<file path="src/rtl/lldma_pkg.sv">
package lldma_pkg;
    localparam int ADDR_W     = 32;
    localparam int WORD_W     = 32;
    localparam int CNT_W      = 16;
    localparam int DESC_WORDS = 5;
    localparam int IDX_W      = $clog2(DESC_WORDS + 1);

    // descriptor word indices
    localparam int DW_SRC  = 0;
    localparam int DW_DST  = 1;
    localparam int DW_NEXT = 2;
    localparam int DW_CA   = 3;
    localparam int DW_CB   = 4;

    // register offsets
    localparam logic [2:0] RA_GEN   = 3'd0;
    localparam logic [2:0] RA_CHEN  = 3'd1;
    localparam logic [2:0] RA_DSCR  = 3'd2;
    localparam logic [2:0] RA_DADDR = 3'd3;
    localparam logic [2:0] RA_CFG   = 3'd4;
    localparam logic [2:0] RA_ISR   = 3'd5;

    typedef enum logic [2:0] {
        ST_IDLE, ST_FETCH, ST_CHK, ST_WAIT, ST_RD, ST_WR, ST_ACK, ST_WB
    } eng_state_e;

    typedef struct packed {
        logic             done;
        logic [10:0]      rsvd;
        logic [1:0]       dst_w;
        logic [1:0]       src_w;
        logic [CNT_W-1:0] count;
    } ctrl_a_t;

    typedef struct packed {
        logic [2:0] chunk_log;
        logic [1:0] dst_mode;
        logic [1:0] src_mode;
    } ctrl_b_t;

    function automatic logic [ADDR_W-1:0] addr_step(logic [1:0] w, logic [1:0] m);
        logic [ADDR_W-1:0] nb;
        nb = (w == 2'd0) ? ADDR_W'(1) : (w == 2'd1) ? ADDR_W'(2) : ADDR_W'(4);
        case (m)
            2'd0:    return nb;
            2'd1:    return -nb;
            default: return '0;
        endcase
    endfunction

    function automatic logic [WORD_W-1:0] width_mask(logic [1:0] w);
        case (w)
            2'd0:    return WORD_W'(32'h0000_00FF);
            2'd1:    return WORD_W'(32'h0000_FFFF);
            default: return '1;
        endcase
    endfunction
endpackage

</file>
<file path="src/rtl/lldma_regs.sv">
module lldma_regs
    import lldma_pkg::*;
(
    input  logic              clk,
    input  logic              rst,
    input  logic              reg_we,
    input  logic              reg_re,
    input  logic [2:0]        reg_addr,
    input  logic [WORD_W-1:0] reg_wdata,
    output logic [WORD_W-1:0] reg_rdata,
    input  logic              busy,
    input  logic              chain_done,
    input  logic [ADDR_W-1:0] daddr,
    output logic              start,
    output logic              daddr_we,
    output logic              gen_en,
    output logic [ADDR_W-1:0] dscr_ptr,
    output logic              src_hw,
    output logic              dst_hw,
    output logic              irq
);
    logic [1:0] cfg_q;
    logic       isr_q;

    always_ff @(posedge clk) begin
        if (rst) begin
            gen_en   <= 1'b0;
            dscr_ptr <= '0;
            cfg_q    <= '0;
            isr_q    <= 1'b0;
        end else begin
            if (reg_we && reg_addr == RA_GEN)  gen_en   <= reg_wdata[0];
            if (reg_we && reg_addr == RA_DSCR) dscr_ptr <= reg_wdata[ADDR_W-1:0];
            if (reg_we && reg_addr == RA_CFG)  cfg_q    <= reg_wdata[1:0];
            // completion outranks a clearing read in the same cycle
            if (chain_done)                           isr_q <= 1'b1;
            else if (reg_re && reg_addr == RA_ISR)    isr_q <= 1'b0;
        end
    end

    assign start    = reg_we && reg_addr == RA_CHEN && reg_wdata[0] && gen_en && !busy;
    assign daddr_we = reg_we && reg_addr == RA_DADDR;
    assign src_hw   = cfg_q[0];
    assign dst_hw   = cfg_q[1];
    assign irq      = isr_q;

    always_comb begin
        case (reg_addr)
            RA_GEN:   reg_rdata = WORD_W'(gen_en);
            RA_CHEN:  reg_rdata = WORD_W'(busy);
            RA_DSCR:  reg_rdata = WORD_W'(dscr_ptr);
            RA_DADDR: reg_rdata = WORD_W'(daddr);
            RA_CFG:   reg_rdata = WORD_W'(cfg_q);
            RA_ISR:   reg_rdata = WORD_W'(isr_q);
            default:  reg_rdata = '0;
        endcase
    end
endmodule

</file>
<file path="src/rtl/lldma_engine.sv">
module lldma_engine
    import lldma_pkg::*;
(
    input  logic              clk,
    input  logic              rst,
    input  logic              start,
    input  logic [ADDR_W-1:0] start_ptr,
    input  logic              daddr_we,
    input  logic [ADDR_W-1:0] daddr_wdata,
    input  logic              src_hw,
    input  logic              dst_hw,
    output logic              mem_req,
    output logic              mem_we,
    output logic [ADDR_W-1:0] mem_addr,
    output logic [1:0]        mem_size,
    output logic [WORD_W-1:0] mem_wdata,
    input  logic [WORD_W-1:0] mem_rdata,
    input  logic              mem_gnt,
    input  logic              src_req,
    input  logic              dst_req,
    output logic              src_ack,
    output logic              dst_ack,
    output logic              busy,
    output logic              chain_done,
    output logic [ADDR_W-1:0] daddr
);
    eng_state_e        st;
    logic [IDX_W-1:0]  idx;
    logic [ADDR_W-1:0] ptr, nxt, saddr;
    logic [CNT_W-1:0]  cnt, tcnt;
    logic [WORD_W-1:0] data_q;
    ctrl_a_t           ca_q;
    ctrl_b_t           cb_q;

    logic [CNT_W-1:0]  chunk_len;
    logic              hs_ok;

    assign chunk_len = CNT_W'(1) << cb_q.chunk_log;
    assign hs_ok     = (!src_hw || src_req) && (!dst_hw || dst_req);
    assign busy      = (st != ST_IDLE);
    assign src_ack   = (st == ST_ACK) && src_hw;
    assign dst_ack   = (st == ST_ACK) && dst_hw;
    assign chain_done = (st == ST_WB) && mem_gnt && (nxt == '0);

    always_comb begin
        mem_req   = 1'b0;
        mem_we    = 1'b0;
        mem_addr  = '0;
        mem_size  = 2'd2;
        mem_wdata = '0;
        case (st)
            ST_FETCH: begin
                mem_req  = 1'b1;
                mem_addr = ptr + ADDR_W'({idx, 2'b00});
            end
            ST_RD: begin
                mem_req  = 1'b1;
                mem_addr = saddr;
                mem_size = ca_q.src_w;
            end
            ST_WR: begin
                mem_req   = 1'b1;
                mem_we    = 1'b1;
                mem_addr  = daddr;
                mem_size  = ca_q.dst_w;
                mem_wdata = data_q & width_mask(ca_q.dst_w);
            end
            ST_WB: begin
                mem_req   = 1'b1;
                mem_we    = 1'b1;
                mem_addr  = ptr + ADDR_W'(DW_CA * 4);
                mem_wdata = {1'b1, ca_q[WORD_W-2:0]};
            end
            default: ;
        endcase
    end

    always_ff @(posedge clk) begin
        if (rst) begin
            st     <= ST_IDLE;
            idx    <= '0;
            ptr    <= '0;
            nxt    <= '0;
            saddr  <= '0;
            daddr  <= '0;
            cnt    <= '0;
            tcnt   <= '0;
            data_q <= '0;
            ca_q   <= '0;
            cb_q   <= '0;
        end else begin
            case (st)
                ST_IDLE: begin
                    if (daddr_we) daddr <= daddr_wdata;
                    if (start) begin
                        ptr <= start_ptr;
                        idx <= '0;
                        st  <= ST_FETCH;
                    end
                end
                ST_FETCH: if (mem_gnt) begin
                    // the destination word is read and dropped
                    case (int'(idx))
                        DW_SRC:  saddr <= mem_rdata;
                        DW_NEXT: nxt   <= mem_rdata;
                        DW_CA: begin
                            ca_q <= mem_rdata;
                            cnt  <= mem_rdata[CNT_W-1:0];
                        end
                        DW_CB:   cb_q  <= mem_rdata[6:0];
                        default: ;
                    endcase
                    idx <= idx + 1'b1;
                    if (int'(idx) == DESC_WORDS - 1) st <= ST_CHK;
                end
                ST_CHK: begin
                    if (cnt == '0) st <= ST_WB;
                    else begin
                        tcnt <= (cnt >= chunk_len) ? chunk_len : CNT_W'(1);
                        st   <= ST_WAIT;
                    end
                end
                ST_WAIT: if (hs_ok) st <= ST_RD;
                ST_RD: if (mem_gnt) begin
                    data_q <= mem_rdata & width_mask(ca_q.src_w);
                    saddr  <= saddr + addr_step(ca_q.src_w, cb_q.src_mode);
                    st     <= ST_WR;
                end
                ST_WR: if (mem_gnt) begin
                    daddr <= daddr + addr_step(ca_q.dst_w, cb_q.dst_mode);
                    cnt   <= cnt - 1'b1;
                    tcnt  <= tcnt - 1'b1;
                    st    <= (tcnt == CNT_W'(1)) ? ST_ACK : ST_RD;
                end
                ST_ACK: st <= ST_CHK;
                ST_WB: if (mem_gnt) begin
                    if (nxt == '0) st <= ST_IDLE;
                    else begin
                        ptr <= nxt;
                        idx <= '0;
                        st  <= ST_FETCH;
                    end
                end
                default: st <= ST_IDLE;
            endcase
        end
    end
endmodule

</file>
<file path="src/rtl/lldma_channel.sv">
module lldma_channel
    import lldma_pkg::*;
(
    input  logic              clk,
    input  logic              rst,
    input  logic              reg_we,
    input  logic              reg_re,
    input  logic [2:0]        reg_addr,
    input  logic [WORD_W-1:0] reg_wdata,
    output logic [WORD_W-1:0] reg_rdata,
    output logic              mem_req,
    output logic              mem_we,
    output logic [ADDR_W-1:0] mem_addr,
    output logic [1:0]        mem_size,
    output logic [WORD_W-1:0] mem_wdata,
    input  logic [WORD_W-1:0] mem_rdata,
    input  logic              mem_gnt,
    input  logic              src_req,
    output logic              src_ack,
    input  logic              dst_req,
    output logic              dst_ack,
    output logic              irq
);
    logic              busy, chain_done, start, daddr_we, gen_en, src_hw, dst_hw;
    logic [ADDR_W-1:0] daddr, dscr_ptr;

    lldma_regs u_regs (
        .clk(clk), .rst(rst),
        .reg_we(reg_we), .reg_re(reg_re), .reg_addr(reg_addr),
        .reg_wdata(reg_wdata), .reg_rdata(reg_rdata),
        .busy(busy), .chain_done(chain_done), .daddr(daddr),
        .start(start), .daddr_we(daddr_we), .gen_en(gen_en),
        .dscr_ptr(dscr_ptr), .src_hw(src_hw), .dst_hw(dst_hw), .irq(irq)
    );

    lldma_engine u_eng (
        .clk(clk), .rst(rst),
        .start(start), .start_ptr(dscr_ptr),
        .daddr_we(daddr_we), .daddr_wdata(reg_wdata[ADDR_W-1:0]),
        .src_hw(src_hw), .dst_hw(dst_hw),
        .mem_req(mem_req), .mem_we(mem_we), .mem_addr(mem_addr),
        .mem_size(mem_size), .mem_wdata(mem_wdata), .mem_rdata(mem_rdata),
        .mem_gnt(mem_gnt),
        .src_req(src_req), .dst_req(dst_req),
        .src_ack(src_ack), .dst_ack(dst_ack),
        .busy(busy), .chain_done(chain_done), .daddr(daddr)
    );
endmodule

</file>
<file path="config.mk">
export PLATFORM = sky130hd
export DESIGN_NAME = lldma_channel
export DESIGN_NICKNAME = d
export VERILOG_FILES = /design/src/rtl/lldma_pkg.sv /design/src/rtl/lldma_regs.sv /design/src/rtl/lldma_engine.sv /design/src/rtl/lldma_channel.sv
export SDC_FILE = /design/constraint.sdc
export NUM_CORES = 1
export LEC_CHECK = 0
export BUFFER_PORTS_ARGS = -buffer_cell sky130_fd_sc_hd__buf_2
export CORE_ASPECT_RATIO = 1.4
export CORE_MARGIN = 5
export CORE_UTILIZATION = 50
export DETAILED_ROUTE_END_ITERATION = 12
export HOLD_SLACK_MARGIN = 0.1
export PLACE_DENSITY = 0.72
export SLEW_MARGIN = 20
export SYNTH_ARGS = -nofsm -noshare
export SYNTH_HDL_FRONTEND = slang
export SYNTH_HIERARCHICAL = 1
export SYNTH_SLANG_ARGS = --single-unit
export TNS_END_PERCENT = 100
</file>
<file path="constraint.sdc">
create_clock -name clk -period 5 [get_ports clk]
set_input_delay 0.25 -clock clk [delete_from_list [all_inputs] [get_ports clk]]
set_output_delay 0.25 -clock clk [all_outputs]
set_load 0.02 [all_outputs]
</file>
==> impl_metrics.csv <==
group,metric,value,unit
grt,grt_max_degree,169,
floorplanning,die_x,166.0,µm
critical_path,setup.worst_path.start_class,"flop",
power,p_switching,0.001092,W
finish,syn_to_final_growth,15.51,%
grt,grt_pass1_wl,88.53,mm
power,p_per_area,234.4,nW/µm²
grt,antenna_found_initial,0,
cts,clock-sinks,272,
critical_path,critical-path-top-delay-family,"simple AND/OR/NAND/NOR gates",
power,p_int,0.003519,W
cts,cts_made_buffers,28,
status,outcome,"finished clean",
critical_path,crit_type,"flop to output port",
power,p_comb_frac,0.057,
synth,yosys.area.top_type,"dfxtp_1",
grt,overflow,0,
finish,n_antenna_cell,0,
synth,syn-cell-area,17030,µm²
critical_path,path_buf_inv,3,
synth,synth_commonest_cells,"nand2_1 (485), dfxtp_1 (272), a21oi_1 (255), nor2_1 (206), o21ai_0 (138)",
route,vias,17650,
grt,grt_pass1_vias,16200,
critical_path,cp_common_cell,"nand2_1",
floorplanning,die_area,37900,µm²
synth,ys_seq_area_frac,0.3198,
place,dp_hpwl,40.72,mm
critical_path,cp_data_required_time,4.75,ns
sta,worst_pin_slew,1.112,ns
critical_path,critical_path.cell_chain,"nand2_1 > inv_1 > nand2_1 > nand2_1 > ha_1 > inv_1 > fa_1 > nor2b_1 > o21ai_0 > nor3_1 > and3_1 > nor2b_1 > xnor2_1 > o21ai_0 > a22o_1 > buf_2",
cts,clock_latency,0.57,ns
route,drt-initial-drc-count,1674,
critical_path,path_depth,16,
synth,yosys_register_bits,272,
finish,drive_gt1_frac,0.1244,
critical_path,crit_path_top_delay_cell,"nor3_1",
route,wl_per_cell,19.67,µm
floorplanning,core_area,33830,µm²
synth,yosysTopAreaCellShare,0.3198,
critical_path,critPathMaxStageDelay,0.49,ns
sta,holdWs,0.1771,ns
route,dr.pass1.iters,7,
cts,clkTransAtPathRegs,0.06,ns
sta,period_share,0.8999,
synth,synth-async-reset-ratio,0,
sta,slew_violations,0,
place,numPortBuffers,176,
grt,grt_usage,0.2821,
synth,syn_nets,2456,
sta,min_period,4.499,ns
cts,cts.root.buffer_cell,"clkbuf_16",
power,seq_power_share,0.477,
route,ant_nets,0,
power,switching_share,0.2368,
grt,met2_usage,0.4626,
floorplanning,initial_core_util,0.5033,
sta,slew_headroom,0.2495,
floorplanning,die_h,228.3,µm
synth,synth_edf_count,0,
route,via_per_inst,6.061,
power,vdd_ir_drop_max,0.2047,mV
route,wl,57.26,mm
flow_run,maxCapViolations,0,
synth,syn_inst,2299,
sta,clock.fmax,0.2223,GHz
grt,grtUsageMet3,0.03408,
cts,htree_levels,1,
synth,yosysMostFrequentCell,"nand2_1",
synth,ys_types,84,
route,drcViolationCount,0,
min_path,hold_class,"input port to flop",
cts,cts.path.max_buffers,3,
floorplanning,io_pins,177,
min_path,hold_depth,4,
sta,setup_viol_count_final,0,
floorplanning,rows,80,
power,p_clk_frac,0.466,
sta,skew,0.02522,ns
grt,grt_use_met1,0.3703,
power,p_leak,7.725,nW
synth,syn_area_per_cell,7.406,µm²
finish,final_cells,2911,
synth,synthFlopType,"dfxtp_1",
synth,synth_top_cells_by_area,"dfxtp_1 (32%), nand2_1 (11%), a21oi_1 (7.5%), ha_1 (5.9%), nor2_1 (4.5%)",
critical_path,crit_arrival,4.25,ns
critical_path,reg2reg_depth,10,
sta,hold_violations,0,
cts,cts_tree,"done",
place,globalplace.congestion,0.9589,
synth,ys.warnings.count,6,
grt,busiest_layer,"met2",
place,placedCellCount,2797,
finish,fin_nets,2598,
sta,grt_setup_unrepaired,"false",
sta,setup_tns,0,ns
critical_path,endpoint_kind,"output port",
critical_path,crit_fanout,18,
[through the flow]
| step | utilization | instance area, µm² | power, W | setup WS, ns |
|---|---|---|---|---|
| 3_5_place_dp | 0.5347 | 18090 | 0.002466 | 1.081 |
| 6_report | 0.5813 | 19670 | 0.004610 | 0.5006 |
| 3_3_place_gp | 0.5347 | 18090 | 0.002465 | 1.211 |
| 5_1_grt | 0.5813 | 19670 | 0.004737 | 0.1906 |
| 2_1_floorplan | - | 17030 | 0.002353 | 1.056 |
| 4_1_cts | 0.5813 | 19670 | 0.004634 | 0.4445 |
[power by group through the flow]
| stage | Sequential (W) | Clock, W | Combinational [W] |
|---|---|---|---|
| 6_report | 0.00220 | 0.00215 | 0.000262 |
| 4_1_cts | 0.00220 | 0.00218 | 0.000257 |
| 2_1_floorplan | 0.00224 | 0 | 0.000114 |
| 3_3_place_gp | 0.00225 | 0 | 0.000216 |
| 5_1_grt | 0.00220 | 0.00226 | 0.000278 |
| 3_5_place_dp | 0.00225 | 0 | 0.000218 |
[layout make-up]
cell class | count | area, µm²
Timing Repair Buffer | 272 | 1785
Tap cell | 451 | 564.3
Fill cell | 3254 | 14160
Sequential cell | 272 | 5446
Inverter | 33 | 123.9
Clock buffer | 37 | 774.5
Multi-Input combinational cell | 1834 | 10820
Clock inverter | 12 | 151.4
[layout by cell type (no fill, tap or decap), types with 6 or more instances in the layout]
cell type        n
a211oi_1        19
a21o_1          32
a21oi_1        254
a221o_1          8
a221oi_1         7
a22o_1          71
a22oi_1         14
a311oi_1        50
a31oi_1         13
and2_1           8
and3_1          22
buf_2          175
buf_4           30
clkbuf_16       28
clkinv_2         6
dfxtp_1        271
dlygate4sd3_1   65
ha_1            80
inv_1           31
mux2i_1         25
nand2_1        484
nand2b_1        10
nand3_1         64
nand3b_1         7
nand4_1         17
nor2_1         203
nor2b_1         10
nor3_1          29
nor4_1          21
o211ai_1        22
o21a_1           8
o21ai_0        138
o21bai_1         9
o31ai_1          9
or2_2            7
or3_1           11
xnor2_1         52
xor2_1          37
[routing by layer]
layer / vias to the layer above / part of all wire
met1: 8261 / 0.41
li1: 8489 / -
met3: 138 / 0.076
met4: 0 / 0.051
met5: - / 0
met2: 757 / 0.46
[repair_timing]
| item | in CTS | in global routing |
|---|---|---|
| gates resized for setup | 0 | 0 |
| setup endpoints to repair | 0 | 0 |
| endpoints found under the hold margin | 174 | 0 |
| buffers inserted | 0 | 0 |
| hold buffers | 65 | 0 |
[logic make-up after synthesis]
kind of cell	after synthesis	share of synthesized area
muxes	29	0.01734
and+or+nand+nor	921	0.2343
adders and majority gates	83	0.06232
buffers and inverters	193	0.04725
AOI/OAI and AO/OA	712	0.2732
xor gates and xnor gates	89	0.04578
DFF	272	0.3198
[path summary, 6_finish.rpt]
kind / startpoint / slack, ns / end
min: reg_we / 0.18 / u_regs/gen_en
min reg2reg: u_eng/data_q[23] / 0.45 / u_eng/data_q[23]
max: u_eng/st[2] / 0.50 / mem_addr[28]
max reg2reg: u_eng/cb_q[2] / 1.18 / u_eng/daddr[29]
[state kept, by name, indices dropped and copies added (netlist names)]
name	cells
u_eng/tcnt	16
u_eng/idx	3
u_eng/ptr	32
u_regs/irq	1
u_eng/data_q	32
u_regs/dscr_ptr	32
u_eng/cnt	16
u_eng/daddr	32
u_eng/st	3
u_eng/saddr	32
u_regs/gen_en	1
u_eng/cb_q	7
u_regs/cfg_q	2
u_eng/ca_q	31
u_eng/nxt	32
[worst min-delay path: stages]
cell	delay, ns
buf_2	0.13
nor4b_1	0.15
mux2i_1	0.11
nor2_1	0.07
Power figures use the tool's default switching activity.
